### config.mk
export PLATFORM = sky130hd
export DESIGN_NAME = burstSeq
export DESIGN_NICKNAME = d
export VERILOG_FILES = /design/src/rtl/burstSeqPkg.sv /design/src/rtl/burstSeqCtrl.sv /design/src/rtl/burstSeqPath.sv /design/src/rtl/burstSeq.sv
export SDC_FILE = /design/constraint.sdc
export NUM_CORES = 1
export LEC_CHECK = 0
export BUFFER_PORTS_ARGS = -buffer_cell sky130_fd_sc_hd__clkbuf_2
export CORE_ASPECT_RATIO = 0.75
export CORE_UTILIZATION = 42
export CTS_CLUSTER_SIZE = 20
export DETAILED_ROUTE_END_ITERATION = 8
export PLACE_DENSITY = 0.73
export RECOVER_POWER = 100
export SLEW_MARGIN = 40
export SYNTH_ARGS = -nofsm -noshare
export SYNTH_HDL_FRONTEND = slang
export SYNTH_HIERARCHICAL = 1
export SYNTH_SLANG_ARGS = --single-unit
### constraint.sdc
create_clock -name clk -period 1.1 [get_ports clk]
set_input_delay 0.11 -clock clk [delete_from_list [all_inputs] [get_ports clk]]
set_output_delay 0.11 -clock clk [all_outputs]
set_load 0.03 [all_outputs]
### src/rtl/burstSeqPkg.sv
package burstSeqPkg;
  // Strobes that the control issues to the datapath each cycle.
  typedef struct packed {
    logic loadAddr;  // capture the external address, restart burst
    logic stepBeat;  // move to the next beat
  } seqStrobes_t;
endpackage

### src/rtl/burstSeqCtrl.sv
module burstSeqCtrl
  import burstSeqPkg::*;
#(
  parameter int BURST_LEN = 4,
  localparam int OFS_W = $clog2(BURST_LEN)
) (
  input  logic             clk,
  input  logic             rstN,
  input  logic             adsN,
  input  logic             advance,
  output seqStrobes_t      strobes,
  output logic [OFS_W-1:0] beat
);

  // Capture wins over advance.
  always_comb begin
    strobes.loadAddr = ~adsN;
    strobes.stepBeat = adsN & advance;
  end

  // BURST_LEN is a power of two, so the counter wraps naturally.
  always_ff @(posedge clk) begin
    if (!rstN)                 beat <= '0;
    else if (strobes.loadAddr) beat <= '0;
    else if (strobes.stepBeat) beat <= beat + OFS_W'(1);
  end

  p_step_r3: assert property (@(posedge clk) disable iff (!rstN)
    (adsN && advance) |=> beat == OFS_W'($past(beat) + OFS_W'(1)));

  p_hold_r4: assert property (@(posedge clk) disable iff (!rstN)
    (adsN && !advance) |=> $stable(beat));

  p_load_clear_r9: assert property (@(posedge clk) disable iff (!rstN)
    !adsN |=> beat == '0);

endmodule

### src/rtl/burstSeqPath.sv
module burstSeqPath
  import burstSeqPkg::*;
#(
  parameter int ADDR_W    = 19,
  parameter int BURST_LEN = 4,
  localparam int OFS_W = $clog2(BURST_LEN)
) (
  input  logic              clk,
  input  logic              rstN,
  input  seqStrobes_t       strobes,
  input  logic [OFS_W-1:0]  beat,
  input  logic [ADDR_W-1:0] extAddr,
  input  logic              modeInterleave,
  output logic [ADDR_W-1:0] wordAddr
);

  logic [ADDR_W-1:0] baseAddr;
  logic [OFS_W-1:0]  startOfs;
  logic [OFS_W-1:0]  linOfs;
  logic [OFS_W-1:0]  intOfs;
  logic [OFS_W-1:0]  curOfs;

  always_ff @(posedge clk) begin
    if (!rstN)                 baseAddr <= '0;
    else if (strobes.loadAddr) baseAddr <= extAddr;
  end

  assign startOfs = baseAddr[OFS_W-1:0];

  // Both orderings are built; the static mode pin selects one.
  always_comb begin
    linOfs = startOfs + beat;
    intOfs = startOfs ^ beat;
    curOfs = modeInterleave ? intOfs : linOfs;
  end

  assign wordAddr = {baseAddr[ADDR_W-1:OFS_W], curOfs};

  p_load_base_r2: assert property (@(posedge clk) disable iff (!rstN)
    strobes.loadAddr |=> wordAddr == $past(extAddr));

  p_upper_fixed_r5: assert property (@(posedge clk) disable iff (!rstN)
    !strobes.loadAddr |=> $stable(wordAddr[ADDR_W-1:OFS_W]));

  p_linear_step_r6: assert property (@(posedge clk) disable iff (!rstN)
    (strobes.stepBeat && !modeInterleave) |=>
      (modeInterleave || wordAddr[OFS_W-1:0] ==
        OFS_W'($past(wordAddr[OFS_W-1:0]) + OFS_W'(1))));

endmodule

### src/rtl/burstSeq.sv
module burstSeq
  import burstSeqPkg::*;
#(
  parameter int ADDR_W    = 19,
  parameter int BURST_LEN = 4,
  localparam int OFS_W = $clog2(BURST_LEN)
) (
  input  logic              clk,
  input  logic              rstN,
  input  logic [ADDR_W-1:0] extAddr,
  input  logic              adsN,
  input  logic              advance,
  input  logic              modeInterleave,
  output logic [ADDR_W-1:0] wordAddr,
  output logic [OFS_W-1:0]  beatIdx
);

  seqStrobes_t      strobes;
  logic [OFS_W-1:0] beat;

  burstSeqCtrl #(.BURST_LEN(BURST_LEN)) uCtrl (
    .clk     (clk),
    .rstN    (rstN),
    .adsN    (adsN),
    .advance (advance),
    .strobes (strobes),
    .beat    (beat)
  );

  burstSeqPath #(.ADDR_W(ADDR_W), .BURST_LEN(BURST_LEN)) uPath (
    .clk            (clk),
    .rstN           (rstN),
    .strobes        (strobes),
    .beat           (beat),
    .extAddr        (extAddr),
    .modeInterleave (modeInterleave),
    .wordAddr       (wordAddr)
  );

  assign beatIdx = beat;

  p_reset_zero_r1: assert property (@(posedge clk)
    $past(!rstN) |-> (wordAddr == '0 && beatIdx == '0));

endmodule

==> metrics.md <==
| Metric | Value |
|---|---|
| Initial antenna violation count | `0` |
| Average routed wire per standard cell | `11.7 µm` |
| Min Clock Period, post-route | `1.35 ns` |
| Vias | `661` |
| LEAKAGE | `0.595 nW` |
| CTS max path bufs | `2` |
| Setup crit end kind | `output pin` |
| CTS clk-pin slew, worst paths | `0.11 ns` |
| Pin slew with the least headroom to its limit | `0.311 ns` |
| Diodes inserted | `0` |
| Register-to-Register Path Depth | `3` |
| Clock root buffer | `clkbuf_4` |
| Sequential power share | `53.9%` |
| Row cnt | `14` |
| R2R Path End | `uCtrl/beat[1]` |
| Syn_nets | `116` |
| Post-CTS setup buffers | `0` |
| Yosys warning total | `6` |
| Cell Area, Synth | `978 µm²` |
| Num CTS Buffers | `3` |
| FMAX | `739 MHz` |
| Req. time, crit path | `0.99 ns` |
| Critical Path Sink | `wordAddr[1]` |
| Post-route cell area | `1210 µm²` |
| Int Pwr | `1.10 mW` |
| Pre-Repair DR Iteration Count | `6` |
| Max VDD drop | `0.537 mV` |
| Pins Over Slew Limit | `0` |
| Number of remaining DRC errors | `3` |
| Ratio of cells with drive above 1 in the final layout | `47.5%` |
| Vias in the first global route | `648` |
| Crit start category | `register` |
| Status | `complete, but fails checks` |
| Largest net degree at the start of global routing | `21` |
| GRT Util Overall | `14.9%` |
| Maxcap violations | `0` |
| Final WL | `1.70 mm` |
| Total power | `1.54 mW` |
| Max transition margin | `79.3%` |
| RSZ-0062 raised after global routing | `yes` |
| Layout Area Growth over Synthesis | `23.3%` |
| Sw power | `432 µW` |
| Routed vias/inst | `4.53` |
| H-tree depth | `1` |
| CORE AREA | `2100 µm²` |
| DRT antenna net count | `0` |
| R2r startpoint | `uCtrl/beat[0]` |
| Hold Vio Cnt, Final | `0` |
| Worst-path maximum fanout | `2` |
| Worst setup slack after layout | `-0.252 ns` |
| Post-Syn Instances | `91` |
| FF-to-FF setup slack | `0.24 ns` |
| Comb pwr share | `22.7%` |
| Avg Cell Area, Syn | `10.8 µm²` |
| CP arrival | `1.24 ns` |
| Final worst-path cycle share | `123%` |
| Worst hold path class | `in -> reg` |
| Total gr overflow | `0` |
| Die height | `43.8 µm` |
| Final weighted congestion in routability-driven placement | `0.633` |
| Crit Path Class | `reg -> out` |
| Nets | `148` |
| Switching Share | `28.1%` |
| Clock Latency Late Sink | `0.30 ns` |
| Worst clock skew | `0.000578 ns` |
| Detailed placement HPWL | `1.23 mm` |
| Die Area | `2530 µm²` |
| Final setup viols | `2` |
| Chip width | `57.7 µm` |
| Port bufs | `44` |
| DR iter-0 viols | `16` |
| Clock Sinks | `21` |
| Clock power frac | `23.5%` |
| Power Dens Cells | `1270 nW/µm²` |
| First-pass GRT wire length | `2.83 mm` |
| CTS tree | `done` |
| Failing checks | `DRC, setup timing` |
| CTS Hold Buffers Added | `0` |
| Initial Util | `46.5%` |
| Placed Area | `1140 µm²` |
| CP startpoint | `uPath/baseAddr[0]` |
| IO Count | `45` |
critical path, stage by stage (launching register included):
cell,delay [ns]
dfxtp_2,0.37
ha_4,0.13
nor2b_4,0.17
xnor2_4,0.13
buf_8,0.14
flip-flops by register name, indices dropped and copies added (netlist names):
| name | flops |
|---|---|
| uPath/baseAddr | 19 |
| uCtrl/beat | 2 |
placed cells by master (no fill, tap or decap), drive strengths merged:
cell type,instances
clkbuf,45
dfxtp,21
nor2b,20
mux2i,19
buf,7
xnor2,3
a21bo,1
nand3b,1
nand2,1
a21oi,1
nor2,1
inv,1
ha,1
per-layer routing:
metal / vias to the layer above / part of all wire [%] / track usage [%]
met3: 2 / 6.2 / 5.37
met2: 24 / 49 / 26.7
met4: 0 / 1.0 / 4.29
li1: 343 / - / -
met5: - / 0 / 0
met1: 292 / 44 / 16.8
final cells by class:
type	count	area, µm²
Sequential cell	21	427
Multi-Input combinational cell	48	427
Tap cell	24	30.0
Clock buffer	4	26.3
Fill cell	187	896
Inverter	1	3.75
Timing Repair Buffer	48	293
power groups by stage:
stage	combinational, mW	clock [mW]	sequential, mW
floorplan	0.263	0	0.844
CTS	0.342	0.384	0.828
global placement	0.319	0	0.839
global route	0.375	0.407	0.832
finish	0.348	0.361	0.827
detailed placement	0.324	0	0.842
worst min-delay path by stage:
stage          cells after the start                  to  from
6_report                           3       uCtrl/beat[1]  adsN
5_1_grt                            3       uCtrl/beat[1]  adsN
3_3_place_gp                       3       uCtrl/beat[1]  adsN
4_1_cts                            3       uCtrl/beat[1]  adsN
2_1_floorplan                      1  uPath/baseAddr[10]  rstN
3_5_place_dp                       3       uCtrl/beat[1]  adsN
stage by stage:
| stage | setup TNS (ns) | instances | hold WS (ns) | util, % | worst slack (ns) |
|---|---|---|---|---|---|
| detailed placement | -0.00720 | 142 | 0.358 | 54.0 | -0.00720 |
| floorplan | 0 | 91 | 0.238 | - | 0.0234 |
| global placement | -0.00163 | 142 | 0.365 | 54.0 | -0.00163 |
| CTS | -0.381 | 146 | 0.0251 | 57.2 | -0.290 |
| finish | -0.312 | 146 | 0.0400 | 57.4 | -0.252 |
| global route | -0.404 | 146 | 0.0268 | 57.4 | -0.306 |
repair_timing:
item | in CTS | in global routing
hold endpoints to repair | 0 | 0
pin swaps | 2 | 0
setup endpoints to repair | 3 | 3
gates resized for setup | 9 | 3
(Power assumes the default switching activity.)
